### config.mk
export PLATFORM = sky130hd
export DESIGN_NAME = tmpl_hit_scorer
export DESIGN_NICKNAME = d
export VERILOG_FILES = /design/src/rtl/hqs_pkg.sv /design/src/rtl/hqs_row_tree.sv /design/src/rtl/hqs_divider.sv /design/src/rtl/tmpl_hit_scorer.sv
export SDC_FILE = /design/constraint.sdc
export NUM_CORES = 1
export LEC_CHECK = 0
export CORE_MARGIN = 3
export CORE_UTILIZATION = 46
export DETAILED_ROUTE_END_ITERATION = 12
export HOLD_SLACK_MARGIN = 0.06
export SLEW_MARGIN = 30
export SYNTH_ARGS = -nofsm -noshare
export SYNTH_HDL_FRONTEND = slang
export SYNTH_SLANG_ARGS = --single-unit
### constraint.sdc
create_clock -name clk -period 6.9 [get_ports clk]
set_input_delay 2.07 -clock clk [delete_from_list [all_inputs] [get_ports clk]]
set_output_delay 2.07 -clock clk [all_outputs]
set_load 0.05 [all_outputs]
### src/rtl/hqs_pkg.sv
`timescale 1ns/1ps
package hqs_pkg;
    localparam int TILE_DIM  = 8;
    localparam int PIXEL_W   = 8;
    localparam int FRAC_BITS = 8;

    typedef enum logic [3:0] {
        ST_IDLE,
        ST_SUM,
        ST_TH_GO,
        ST_TH_WAIT,
        ST_CNT,
        ST_RB_GO,
        ST_RB_WAIT,
        ST_RS_GO,
        ST_RS_WAIT
    } hqs_state_e;
endpackage

### src/rtl/hqs_row_tree.sv
`timescale 1ns/1ps
// Pairwise reduction of one row: level s adds neighbours 2k and 2k+1.
module hqs_row_tree #(
    parameter int N     = 8,
    parameter int IN_W  = 8,
    parameter int OUT_W = IN_W + $clog2(N)
) (
    input  logic [N-1:0][IN_W-1:0] vals,
    output logic [OUT_W-1:0]       total
);
    localparam int LV = $clog2(N);

    logic [OUT_W-1:0] lvl [LV+1][N];

    for (genvar k = 0; k < N; k++) begin : g_leaf
        assign lvl[0][k] = OUT_W'(vals[k]);
    end

    for (genvar s = 0; s < LV; s++) begin : g_lvl
        for (genvar k = 0; k < N; k++) begin : g_node
            if (k < (N >> (s + 1))) begin : g_add
                assign lvl[s+1][k] = lvl[s][2*k] + lvl[s][2*k+1];
            end else begin : g_pad
                assign lvl[s+1][k] = '0;
            end
        end
    end

    assign total = lvl[LV][0];
endmodule

### src/rtl/hqs_divider.sv
`timescale 1ns/1ps
// Restoring bit-serial divider: quo = floor((num << FRAC_W) / den).
module hqs_divider #(
    parameter int NUM_W  = 14,
    parameter int DEN_W  = 7,
    parameter int FRAC_W = 8,
    parameter int QUO_W  = NUM_W + FRAC_W
) (
    input  logic             clk,
    input  logic             rst_n,
    input  logic             go,
    input  logic [NUM_W-1:0] num,
    input  logic [DEN_W-1:0] den,
    output logic             fin,
    output logic [QUO_W-1:0] quo
);
    localparam int CNT_W = $clog2(QUO_W + 1);

    typedef struct packed {
        logic [QUO_W-1:0] work;
        logic [DEN_W-1:0] rem;
        logic [DEN_W-1:0] den;
        logic [QUO_W-1:0] quo;
        logic [CNT_W-1:0] cnt;
        logic             run;
        logic             fin;
    } div_t;

    div_t q, d;
    logic [DEN_W:0] rsh;

    always_comb begin
        d     = q;
        d.fin = 1'b0;
        rsh   = {q.rem, q.work[QUO_W-1]};
        if (go) begin
            d.work = {num, {FRAC_W{1'b0}}};
            d.rem  = '0;
            d.quo  = '0;
            d.den  = den;
            d.cnt  = CNT_W'(QUO_W);
            d.run  = 1'b1;
        end else if (q.run) begin
            if (rsh >= {1'b0, q.den}) begin
                d.rem = DEN_W'(rsh - {1'b0, q.den});
                d.quo = {q.quo[QUO_W-2:0], 1'b1};
            end else begin
                d.rem = rsh[DEN_W-1:0];
                d.quo = {q.quo[QUO_W-2:0], 1'b0};
            end
            d.work = q.work << 1;
            d.cnt  = q.cnt - CNT_W'(1);
            if (q.cnt == CNT_W'(1)) begin
                d.run = 1'b0;
                d.fin = 1'b1;
            end
        end
    end

    always_ff @(posedge clk or negedge rst_n) begin
        if (!rst_n) q <= '0;
        else        q <= d;
    end

    assign fin = q.fin;
    assign quo = q.quo;


    div_rem_chk: assert property (@(posedge clk) disable iff (!rst_n)
        q.fin |-> (q.rem < q.den));
endmodule

### src/rtl/tmpl_hit_scorer.sv
`timescale 1ns/1ps
module tmpl_hit_scorer #(
    parameter int DIM    = hqs_pkg::TILE_DIM,
    parameter int PIX_W  = hqs_pkg::PIXEL_W,
    parameter int FRAC_W = hqs_pkg::FRAC_BITS
) (
    input  logic                   clk,
    input  logic                   rst_n,
    input  logic                   in_valid,
    output logic                   in_ready,
    input  logic [DIM*PIX_W-1:0]   in_pix,
    input  logic [DIM-1:0]         in_bmask,
    input  logic [DIM-1:0]         in_smask,
    input  logic [PIX_W-1:0]       cfg_bias,
    input  logic [$clog2(DIM*DIM+1)-1:0] cfg_bc,
    input  logic [$clog2(DIM*DIM+1)-1:0] cfg_sc,
    input  logic                   start,
    output logic                   busy,
    output logic                   done,
    output logic                   err,
    output logic [2*FRAC_W-1:0]    score
);
    import hqs_pkg::*;

    localparam int RIDX_W  = $clog2(DIM);
    localparam int CNT_W   = $clog2(DIM*DIM + 1);
    localparam int SUM_W   = PIX_W + $clog2(DIM*DIM);
    localparam int ROW_W   = PIX_W + $clog2(DIM);
    localparam int BIT_W   = 1 + $clog2(DIM);
    localparam int QUO_W   = SUM_W + FRAC_W;
    localparam int SCORE_W = 2 * FRAC_W;
    localparam int THS_W   = SUM_W + 2;
    localparam logic signed [THS_W-1:0] TH_MAX = THS_W'((1 << PIX_W) - 1);

    typedef struct packed {
        hqs_state_e                         st;
        logic [RIDX_W-1:0]                  row;
        logic [RIDX_W-1:0]                  ld_row;
        logic [DIM-1:0][DIM-1:0][PIX_W-1:0] pix;
        logic [DIM-1:0][DIM-1:0]            bm;
        logic [DIM-1:0][DIM-1:0]            sm;
        logic [SUM_W-1:0]                   shape;
        logic [PIX_W-1:0]                   th;
        logic [CNT_W-1:0]                   bcnt;
        logic [CNT_W-1:0]                   scnt;
        logic [SCORE_W-1:0]                 rb;
        logic [SCORE_W-1:0]                 score;
        logic [PIX_W-1:0]                   bias;
        logic [CNT_W-1:0]                   bc;
        logic [CNT_W-1:0]                   sc;
        logic                               done;
        logic                               err;
    } eng_t;

    eng_t q, d;

    logic [DIM-1:0][PIX_W-1:0] masked_row;
    logic [DIM-1:0]            bright_hit, surr_hit;
    logic [ROW_W-1:0]          row_sum;
    logic [BIT_W-1:0]          bright_row_cnt, surr_row_cnt;
    logic                      div_go, div_fin;
    logic [SUM_W-1:0]          div_num;
    logic [CNT_W-1:0]          div_den;
    logic [QUO_W-1:0]          div_quo;
    logic signed [THS_W-1:0]   th_s;

    // Per-column selection for the current row.
    always_comb begin
        for (int c = 0; c < DIM; c++) begin
            masked_row[c] = q.bm[q.row][c] ? q.pix[q.row][c] : '0;
            bright_hit[c] = q.bm[q.row][c] && (q.pix[q.row][c] >= q.th);
            surr_hit[c]   = q.sm[q.row][c] && (q.pix[q.row][c] <  q.th);
        end
    end

    hqs_row_tree #(.N(DIM), .IN_W(PIX_W), .OUT_W(ROW_W)) i_sum_tree (
        .vals(masked_row), .total(row_sum));
    hqs_row_tree #(.N(DIM), .IN_W(1), .OUT_W(BIT_W)) i_bright_tree (
        .vals(bright_hit), .total(bright_row_cnt));
    hqs_row_tree #(.N(DIM), .IN_W(1), .OUT_W(BIT_W)) i_surr_tree (
        .vals(surr_hit), .total(surr_row_cnt));

    // Divider operand selection per launch state.
    always_comb begin
        div_go  = (q.st == ST_TH_GO) || (q.st == ST_RB_GO) || (q.st == ST_RS_GO);
        div_num = q.shape;
        div_den = q.bc;
        if (q.st == ST_RB_GO) begin
            div_num = SUM_W'(q.bcnt);
        end else if (q.st == ST_RS_GO) begin
            div_num = SUM_W'(q.scnt);
            div_den = q.sc;
        end
    end

    hqs_divider #(.NUM_W(SUM_W), .DEN_W(CNT_W), .FRAC_W(FRAC_W), .QUO_W(QUO_W)) i_div (
        .clk(clk), .rst_n(rst_n), .go(div_go), .num(div_num), .den(div_den),
        .fin(div_fin), .quo(div_quo));

    always_comb begin
        d      = q;
        d.done = 1'b0;
        th_s   = $signed({2'b00, div_quo[QUO_W-1:FRAC_W]})
               - $signed(THS_W'(q.bias));

        if (in_valid && (q.st == ST_IDLE)) begin
            d.pix[q.ld_row] = in_pix;
            d.bm[q.ld_row]  = in_bmask;
            d.sm[q.ld_row]  = in_smask;
            d.ld_row = (q.ld_row == RIDX_W'(DIM - 1)) ? '0 : q.ld_row + RIDX_W'(1);
        end

        case (q.st)
            ST_IDLE: begin
                if (start) begin
                    d.bias = cfg_bias;
                    d.bc   = cfg_bc;
                    d.sc   = cfg_sc;
                    d.err  = 1'b0;
                    if ((cfg_bc == '0) || (cfg_sc == '0)) begin
                        d.err   = 1'b1;
                        d.score = '0;
                        d.done  = 1'b1;
                    end else begin
                        d.st    = ST_SUM;
                        d.row   = '0;
                        d.shape = '0;
                        d.bcnt  = '0;
                        d.scnt  = '0;
                    end
                end
            end
            ST_SUM: begin
                d.shape = q.shape + SUM_W'(row_sum);
                if (q.row == RIDX_W'(DIM - 1)) begin
                    d.row = '0;
                    d.st  = ST_TH_GO;
                end else begin
                    d.row = q.row + RIDX_W'(1);
                end
            end
            ST_TH_GO: d.st = ST_TH_WAIT;
            ST_TH_WAIT: begin
                if (div_fin) begin
                    if (th_s < 0)           d.th = '0;
                    else if (th_s > TH_MAX) d.th = '1;
                    else                    d.th = th_s[PIX_W-1:0];
                    d.st = ST_CNT;
                end
            end
            ST_CNT: begin
                d.bcnt = q.bcnt + CNT_W'(bright_row_cnt);
                d.scnt = q.scnt + CNT_W'(surr_row_cnt);
                if (q.row == RIDX_W'(DIM - 1)) begin
                    d.row = '0;
                    d.st  = ST_RB_GO;
                end else begin
                    d.row = q.row + RIDX_W'(1);
                end
            end
            ST_RB_GO: d.st = ST_RB_WAIT;
            ST_RB_WAIT: begin
                if (div_fin) begin
                    d.rb = div_quo[SCORE_W-1:0];
                    d.st = ST_RS_GO;
                end
            end
            ST_RS_GO: d.st = ST_RS_WAIT;
            ST_RS_WAIT: begin
                if (div_fin) begin
                    d.score = SCORE_W'(({1'b0, q.rb} + {1'b0, div_quo[SCORE_W-1:0]}) >> 1);
                    d.done  = 1'b1;
                    d.st    = ST_IDLE;
                end
            end
            default: d.st = ST_IDLE;
        endcase
    end

    always_ff @(posedge clk or negedge rst_n) begin
        if (!rst_n) q <= '0;
        else        q <= d;
    end

    assign in_ready = (q.st == ST_IDLE);
    assign busy     = (q.st != ST_IDLE);
    assign done     = q.done;
    assign err      = q.err;
    assign score    = q.score;


    done_pulse_chk: assert property (@(posedge clk) disable iff (!rst_n)
        q.done |=> !q.done);

    score_hold_chk: assert property (@(posedge clk) disable iff (!rst_n)
        !q.done |-> $stable(q.score));

    err_zero_chk: assert property (@(posedge clk) disable iff (!rst_n)
        (q.done && q.err) |-> (q.score == '0));

    cfg_hold_chk: assert property (@(posedge clk) disable iff (!rst_n)
        (q.st != ST_IDLE) |=> ($stable(q.bc) && $stable(q.sc) && $stable(q.bias)));

    load_block_chk: assert property (@(posedge clk) disable iff (!rst_n)
        (q.st != ST_IDLE) |=> $stable(q.ld_row));
endmodule

# --- Word-level counts from Yosys, hierarchy flattened ---
# Cells that the tools add are included.
# W data, S select, Z words.
word_totals:
  register_bits: 807
  output_inout_bits: 20
  elab_cells: 268
classes:
  n_addsub: 30
  n_lt_le_gt_ge: 22
  eq_ne: 19
  n_mux: 57
  n_reduce_logical: 39
ops:
  columns: ["cell", "count"]
  rows:
  - ["$bwmux W512", 1]
  - ["$bmux W64 S3", 1]
  - ["$demux W64 S3", 1]
  - ["$bwmux W64", 2]
  - ["$mux W64", 2]
  - ["$mux W8", 13]
  - ["$mux W29", 3]
  - ["$ge A8 B8 Y1", 8]
  - ["$lt A8 B8 Y1", 8]
  - ["$mux W14", 4]
  - ["$pmux W14 S2", 2]
  - ["$bmux W8 S3", 2]
  - ["$mux W40", 1]
  - ["$add A8 B8 Y9", 4]
  - ["$pmux W4 S9", 1]
  - ["$mux W7", 5]
  - ["$add A11 B11 Y11", 3]
  - ["$mux W16", 2]
  - ["$pmux W16 S2", 1]
  - ["$mux W28", 1]
  - ["$add A4 B4 Y4", 6]
  - ["$demux W8 S3", 1]
  - ["$mux W4", 5]
  - ["$logic_and A1 B1 Y1", 18]
  - ["other kinds (36)", 72]

# --- Depth between registers and ports, before layout ---
# Gate-level depths: netlist of run 1.
logic_depth:
  ltp_word: 9
  depth_mapped: 33
  depth_no_buf: 29

# --- By module ---
# Synthesis of run 1 repeated with hierarchy kept, for this count alone.
unflattened:
  cells_unflattened: 3073
  hier_area_um2: 41730.0
by_module_without_submodules:
  columns: ["module", "instances", "cells_per_inst", "area_per_inst_um2"]
  rows:
  - ["tmpl_hit_scorer", 1, 2524, 36456.2]
  - ["hqs_divider", 1, 300, 3104.2]
  - ["hqs_row_tree at i_sum_tree", 1, 205, 1784.2]
  - ["hqs_row_tree at i_bright_tree ...", 2, 22, 192.7]

# --- Worst setup path after synthesis of run 1 ---
# OpenSTA, ideal clock, no wires.
synth_path:
  kind: "register -> register"
  startpoint: "register q[735] in the netlist's numbering"
  endpoint: "register q[91] in the netlist's numbering"
  setup_ps: 66
  arrival_ps: 6632
  required_time_ps: 6834
  slack_ps: 202
  path_stages_with_launch: 31
  synth_period_minus_slack_ps: 6698
  cell_sequence: "dfrtp_1 > buf_2 > buf_2 > buf_2 > buf_2 > mux4_2 > mux2i_1 > nor2_1 > ha_1 > inv_1 > fa_1 > nor2b_1 > o21ai_0 > a21boi_0 > o21ai_0 > nand2b_1 > xor2_1 > fa_1 > inv_1 > fa_1 > inv_1 > ha_1 > a21oi_1 > xnor2_1 > ha_1 > a21boi_0 > nand2_1 > o21ai_0 > a211oi_1 > or4_1 > nand2_1"
synth_between:
  elab_chain_cells: 8
  elab_cells_between_ends: 21
  cone_classes: "add/sub: 8; mux: 13"
synth_lines:
  columns: ["item", "line", "source"]
  rows:
  - ["from (decl)", "tmpl_hit_scorer.sv:55", "eng_t q, d;"]
  - ["from (signal assigned)", "tmpl_hit_scorer.sv:181", "if (!rst_n) q <= '0;"]
  - ["from (signal assigned)", "tmpl_hit_scorer.sv:182", "else q <= d;"]
  - ["$bmux W64 S3 or $bmux W8 S3 (tied branches)", "tmpl_hit_scorer.sv:70", "masked_row[c] = q.bm[q.row][c] ? q.pix[q.row][c] : '0;"]
  - ["$mux W64 (implied by the code) or $mux W8 (tied branches)", "tmpl_hit_scorer.sv:70", null]
  - ["$mux W8", "tmpl_hit_scorer.sv:70", null]
  - ["$add A8 B8 Y9", "hqs_row_tree.sv:22", "assign lvl[s+1][k] = lvl[s][2*k] + lvl[s][2*k+1];"]
  - ["$add A11 B11 Y11", "hqs_row_tree.sv:22", null]
  - ["$add A11 B11 Y11 (*)", "hqs_row_tree.sv:22", null]
  - ["$add A14 B11 Y14 (*)", "tmpl_hit_scorer.sv:134", "d.shape = q.shape + SUM_W'(row_sum);"]
  - ["$pmux W14 S2 (*)", "tmpl_hit_scorer.sv:113", "case (q.st)"]
# Every way passes the cells marked *; elsewhere a longest branch is shown, timed or not. The select of a mux whose other input is x is not followed.
# A chain may end at the register's enable or synchronous reset.

# --- Final worst setup path of run 1 ---
layout_path:
  startpoint: "register q[735] in the netlist's numbering"
  endpoint: "register q[90] in the netlist's numbering"
# The elaborated chain is that of the path after synthesis.

==> results of run 1 <==
## cell families after synthesis
family	synth area share, %
fa+ha+maj	7.01
xor+xnor	1.48
flops	48.4
mux	30.5
compound gates	4.46
simple gates	4.90
buf+inv	3.27
## metrics by stage
step           power (mW)  cells
5_1_grt              9.81   4423
3_5_place_dp         4.99   4255
6_report             9.46   4425
4_1_cts              9.59   4408
3_3_place_gp         4.98   4255
2_1_floorplan        4.78   3054
## how the worst max path moves through the flow
stage	startpoint	depth (start not counted)	slack [ns]	endpoint
detailed placement	q[735]$_DFFE_PN0P_	27	0.16	q[91]$_DFFE_PN0P_
global placement	q[735]$_DFFE_PN0P_	27	0.21	q[91]$_DFFE_PN0P_
CTS	q[735]$_DFFE_PN0P_	27	0.13	q[91]$_DFFE_PN0P_
global route	q[735]$_DFFE_PN0P_	29	0.009	q[90]$_DFFE_PN0P_
finish	q[735]$_DFFE_PN0P_	27	0.38	q[90]$_DFFE_PN0P_
floorplan	q[735]$_DFFE_PN0P_	30	0.20	q[91]$_DFFE_PN0P_
## registers in the layout, summed over array words and instances (netlist names)
register,cells
err,1
done,1
i_div.quo,22
q,724
i_div.fin,1
score,16
i_div.q,34
## layout by cell type (no fill, tap or decap), drive strengths merged, types with 6 or more instances in the layout
master,Yosys,final
dfrtp,799,799
mux2,736,736
ha,174,174
mux4,160,160
inv,135,139
clkbuf,51,130
clkdlybuf4s50,0,124
nand2,116,116
nor2,108,108
o21ai,90,90
a21oi,86,86
buf,111,84
nor2b,82,82
mux2i,71,71
xor2,36,36
fa,36,36
xnor2,34,34
a21o,30,30
nand2b,21,21
nand4,18,18
nor3,15,15
clkinv,0,15
nand3,12,12
o21a,10,10
a211oi,10,10
a21boi,9,9
a31oi,8,8
o31a,8,8
nor4,7,7
a22oi,7,7
o22ai,6,6
a32o,6,6
a22o,6,6
and2,6,6
and3,6,6
## power by group
group          total (mW)  internal, mW  switching, mW
Sequential           4.69          4.69              0
Clock                4.56          2.64           1.92
Combinational       0.213        0.0655          0.148
Total                9.46          7.39           2.07
## final cells by class
cell class | count | area (um^2) | share of cell area [%]
Multi-Input combinational cell | 1958 | 20100 | 42.7
Timing Repair Buffer | 210 | 2190 | 4.65
Clock buffer | 128 | 2540 | 5.40
Inverter | 135 | 507 | 1.08
Tap cell | 1165 | 1460 | 3.10
Sequential cell | 799 | 20000 | 42.5
Clock inverter | 25 | 249 | 0.529
Antenna cell | 5 | 12.5 | 0.0266
## worst max-delay path: stages, from the launching register on
cell      delay [ns]
dfrtp_4         0.49
buf_12          0.22
buf_6           0.21
mux4_2          0.52
mux2_2          0.32
nor2b_1         0.15
ha_1            0.34
o21ai_0         0.14
a21boi_0        0.25
nor2_1          0.12
fa_1            0.55
inv_1           0.06
fa_1            0.53
inv_1           0.04
ha_1            0.30
inv_1           0.07
nor2_1          0.13
nor2_1          0.08
o21bai_1        0.17
a21oi_2         0.09
o21ai_0         0.21
xor2_1          0.24
ha_1            0.29
a21oi_1         0.18
o21ai_0         0.10
o311ai_1        0.32
xor2_1          0.18
nor2_1          0.05
## routing by layer
| layer | part of all wire [%] | vias up | GRT usage, % |
|---|---|---|---|
| met2 | 50 | 435 | 38.1 |
| met5 | 0.040 | - | 0 |
| met1 | 43 | 13225 | 28.7 |
| met3 | 3.4 | 173 | 3.57 |
| met4 | 3.0 | 6 | 7.18 |
| li1 | - | 11337 | - |
## what timing repair did
item | CTS | global route
setup endpoints to repair | 0 | 10
resized for setup | 0 | 19
buffers inserted | 0 | 9
hold buffers | 0 | 0
==> metrics.txt, run 1 <==
Post-Syn Area around 41,000 um^2; Area after DPL approximately 44,000 um^2; Synth warnings 0; worst hold path type flip-flop to flip-flop; Residual DRC 0; die width 306 um; hold path startpoint score[5]$_DFFE_PN0P_; Power Dens Cells ~200 nW/um^2; outcome finished clean; initial core utilization 46.5%; Via-to-Cell Ratio approximately 5.7; clock period minus final worst setup slack around 6.5 ns; vias in the first global route roughly 27,000; count leader, synth dfrtp_1; Clock Skew 0.0249 ns; num rows 109; Hold Path Sink score[5]$_DFFE_PN0P_; routed len/inst 23.3 um; sequential cell area fraction in the yosys report roughly half; Setup Total Neg Slack 0 ns; Placer Congestion 0.897; Total Routed Length between 100,000 and 150,000 um; clock slew at reported path FFs around 0.06 ns; largest net degree at the start of global routing between 150 and 200; CP startpoint kind flip-flop; pre-CTS WS 0.163 ns; all-layer global routing usage between 20% and 30%; Area growth, synth to finish 13.9%; Max-Cap Viols 0; CP max FO 20; Worst R2R Setup Slack a little under 0.4 ns; DRT iter0 DRCs approximately 1,400; overflow left after global routing 0; Final Cell Area between 40,000 and 50,000 um^2; Num CTS Buffers slightly below 90; hold path depth 2; setup violators final 0; global-route wire length before repair between 150,000 and 200,000 um; Synth area leader dfrtp_1; reg-to-reg startpoint q[735]$_DFFE_PN0P_; post-route ant nets 0; initial antenna violation count 8; kind of critical path flip-flop to flip-flop; CORE AREA 88,800 um^2; final core utilization a little over half; Skew-Pair Late Insertion Delay about 0.67 ns; DIE AREA 93,500 um^2; Tcrit/Tclk final between 90 and 100%; Critical Path RT approximately 7.4 ns; reg2reg path depth 27; worst hold slack about 0.48 ns; Synth top cells by count dfrtp_1 (799), mux2_2 (729), ha_1 (174); synthesis-stage register bit count approximately 800; Post-synth EDFFs 0; Max Slew Vio Count 0; worst setup margin roughly 0.38 ns; Syn Inst Count between 3,000 and 4,000; Mapped Nets ~3,400; Fillers between 7,000 and 8,000; post-synthesis cell type count between 60 and 70; TritonRoute pass-1 iters 5; ratio of cells with drive above 1 in the final layout 34.9%; total number of vias about 25,000; # IOs between 100 and 150; Hold Fails Final Rpt 0; CTS max path bufs 3; CP arrival ~7.1 ns; port bufs about 130; Sink Count 799; CTS Root Cell clkbuf_16; r2r endpoint q[90]$_DFFE_PN0P_; Setup crit end kind flip-flop; # nets final approximately 3,500; LEAKAGE approximately 23 nW; H-tree levels 3; Least-Margin Pin Slew just over 0.9 ns; Post-synth ARST share between 90% and 100%; Avg Cell Area, Syn roughly 14 um^2; Max Clock Freq 0.153 GHz; ranking of synthesized cells by area dfrtp_1 (48%), mux2_2 (20%), mux4_2 (8.7%); RSZ-0062 raised after global routing no; Post-DP HPWL roughly 67,000 um; main flop type after synthesis dfrtp_1; Synth top area share roughly half; CTS tree yes; Max VDD drop 169 uV; Max-Slew Margin vs Limit 37.9%; Die Ht just over 300 um
(Power assumes the default switching activity.)
==> run 2, diff against run 1 <==
- ABC_AREA: not set -> 1
==> run 2 against run 1 <==
Net effect:
- critical path depth up 8
- non-clock buffer count up 16
- via count up 37%
- worst setup slack worse by 0.071 ns
==> metrics.txt, run 2 <==
cts hold-fix bufs 0; Critical Path Stages 35; setup violators final 0; DRT iter0 DRCs between 3,000 and 4,000; # IOs roughly 130; CTS max path bufs 3; largest net degree at the start of global routing 161; clock slew at reported path FFs around 0.060 ns; synthesis-stage register bit count 799; Avg Cell Area, Syn 8.21 um^2; Hold Fails Final Rpt 0; CP arrival 7.13 ns; # nets final about 5,400; hold path startpoint score[7]$_DFFE_PN0P_; Buf/Inv on CP 8; Area after DPL 43,500 um^2; total number of vias 34,418; main flop type after synthesis dfrtp_1; area taken by flip-flops and latches between 20,000 and 25,000 um^2; Max-Cap Viols 0; Mapped Nets approximately 5,300; most frequent cells in the layout nand2_1 (1,256), dfrtp_1 (796), o21ai_0 (695), nor2_1 (410), o21ai_1 (360); Syn Inst Count about 5,000; global-route wire length before repair about 190,000 um; Max Clock Freq 0.152 GHz; Critical Path RT ~7.5 ns; overflow left after global routing 0; placed cells about 6,100; Die Ht just over 300 um; vias in the first global route 33,264; all-layer global routing usage approximately 25%; r2r endpoint q[91]$_DFFE_PN0P_; initial antenna violation count 0; ratio of cells with drive above 1 in the final layout 6.35%; worst hold path type flip-flop to flip-flop; post-synthesis cell type count 54; Total Routed Length approximately 120,000 um; count leader, synth nand2_1; Fillers roughly 8,400; critical path's top delay family adder cells; DR WL met3 between 6000 and 7000 um; reg2reg path depth 35; worst hold slack between 0.4 and 0.5 ns; outcome finished clean; Post-Syn Area 41,200 um^2; Area growth, synth to finish 13.7%; kind of critical path flip-flop to flip-flop; initial core utilization 46.5%; Setup crit end kind flip-flop; Synth area leader dfrtp_1; H-tree levels 3; Hold Path Sink score[7]$_DFFE_PN0P_; Top Layer Used met4; Synth warnings 0; Max Slew Vio Count 0; multiplexer share of the synthesized area 0%; Top reg by flops q; CTS tree yes; DIE AREA ~93,000 um^2; Post-synth EDFFs 0; die width around 310 um; Clock Skew about 0.022 ns; Skew-Pair Late Insertion Delay between 0.6 and 0.7 ns; num rows approximately 110; Post-Synth Adder-Cell Area between 7 and 8%; Sink Count ~800; Post-synth ARST share 100%; clock period minus final worst setup slack about 6.6 ns; CORE AREA 88,600 um^2; Placer Congestion around 0.9; routed metal-1 wirelength 55,800 um; Residual DRC 0; routed len/inst ~19 um; Post-DP HPWL 75,400 um; Ant. Diodes 0; area of the multi-input gates about 19,000 um^2; largest family of logic cells by synthesized area compound AO/OA/AOI/OAI gates; Synth Area in XOR/XNOR under 10%; LEAKAGE about 23 nW; Num CTS Buffers 90; sequential cell area fraction in the yosys report between 40 and 50%; CP dominant cell by count nand2_1; most common cell after layout, fill and taps aside nand2_1; WL met2 between 50,000 and 60,000 um; ranking of synthesized cells by area dfrtp_1 (48%), nand2_1 (11%), o21ai_0 (8.5%); worst setup margin roughly 0.31 ns; CP max FO 17; Synth Area in Simple Gates approximately 17%; Tcrit/Tclk final a little over nine tenths; port bufs between 100 and 150; post-route ant nets 0; CTS Root Cell clkbuf_16; Least-Margin Pin Slew 0.932 ns; max reg flops 724; Max-Slew Margin vs Limit 37.9%; crit-path max cell delay approximately 0.55 ns; pre-CTS WS around 0.10 ns; RSZ-0062 raised after global routing yes; Synth top cells by count nand2_1 (1,256), dfrtp_1 (799), o21ai_0 (703); reg-to-reg startpoint q[735]$_DFFE_PN0P_; TritonRoute pass-1 iters 6; critical path's slowest cell dfrtp_4; Final Cell Area between 40,000 and 50,000 um^2; Power Dens Cells 222 nW/um^2; Compound-Gate Fraction of Synth Area about a fifth; Max VDD drop 186 uV; CP startpoint kind flip-flop; final cell count without fillers between 6,000 and 7,000; hold path depth 2; Worst R2R Setup Slack 0.31 ns; Via-to-Cell Ratio between 5 and 6; Synth top area share approximately half
-- run 2: power by group --
part	switching, mW	total [mW]	internal (mW)
Clock	2.04	4.90	2.86
Sequential	0.0468	4.79	4.75
Combinational	0.462	0.711	0.249
Total	2.55	10.4	7.86
-- run 2: what timing repair did --
item                       4_1_cts  5_1_grt
gates resized for setup          0       44
setup buffers                    0       11
setup endpoints to repair        0        7
-- run 2: worst max-delay path by stage --
stage                             startpoint                 to
after CTS                 q[736]$_DFFE_PN0P_  q[91]$_DFFE_PN0P_
after global placement    q[736]$_DFFE_PN0P_  q[91]$_DFFE_PN0P_
final                     q[735]$_DFFE_PN0P_  q[91]$_DFFE_PN0P_
after detailed placement  q[736]$_DFFE_PN0P_  q[91]$_DFFE_PN0P_
after global routing      q[735]$_DFFE_PN0P_  q[91]$_DFFE_PN0P_
after floorplan           q[736]$_DFFE_PN0P_  q[91]$_DFFE_PN0P_
-- run 2: layout make-up --
class                      instances  share of cell area (%)
sequential                       799                    42.7
multi-input combinational       3551                    39.5
clock buffer                     128                    5.62
timing repair buffer             226                    5.11
tap                             1165                    3.11
inverter                         372                    3.04
clock inverter                    39                   0.841
timing repair inverter             2                  0.0427
-- run 2: worst reg2reg max path: cells and delay by family (launching register included) --
family | cells | cell delay (ns)
adders and majority gates | 6 | 2.04
AOI/OAI and AO/OA | 8 | 1.27
and+or+nand+nor | 11 | 1.04
buffers and inverters | 8 | 0.90
xor gates and xnor gates | 2 | 0.68
DFF | 1 | 0.55
-- run 2: through the flow --
stage          util, %  power, mW  TNS, ns
6_report          52.9       10.4        0
5_1_grt           52.9       10.8  -0.0771
4_1_cts           52.5       10.5        0
3_5_place_dp      49.0       5.59        0
3_3_place_gp      49.0       5.59        0
2_1_floorplan        -       5.28        0
-- run 2: cells by family (layout without fill, tap and decap cells) --
group	count (synthesis)	after routing
flip-flops	799	799
adder cells (fa/ha/maj)	210	210
AO/OA/AOI/OAI	1481	1481
XOR/XNOR	50	50
AND/OR/NAND/NOR	1810	1810
buffers and inverters	671	767
-- run 2: metal layers --
layer  global-route usage, %  vias up
met5                       0        -
met4                    6.66        0
met3                    2.92      160
met2                    40.3      895
met1                    36.7    16622
li1                        -    16741
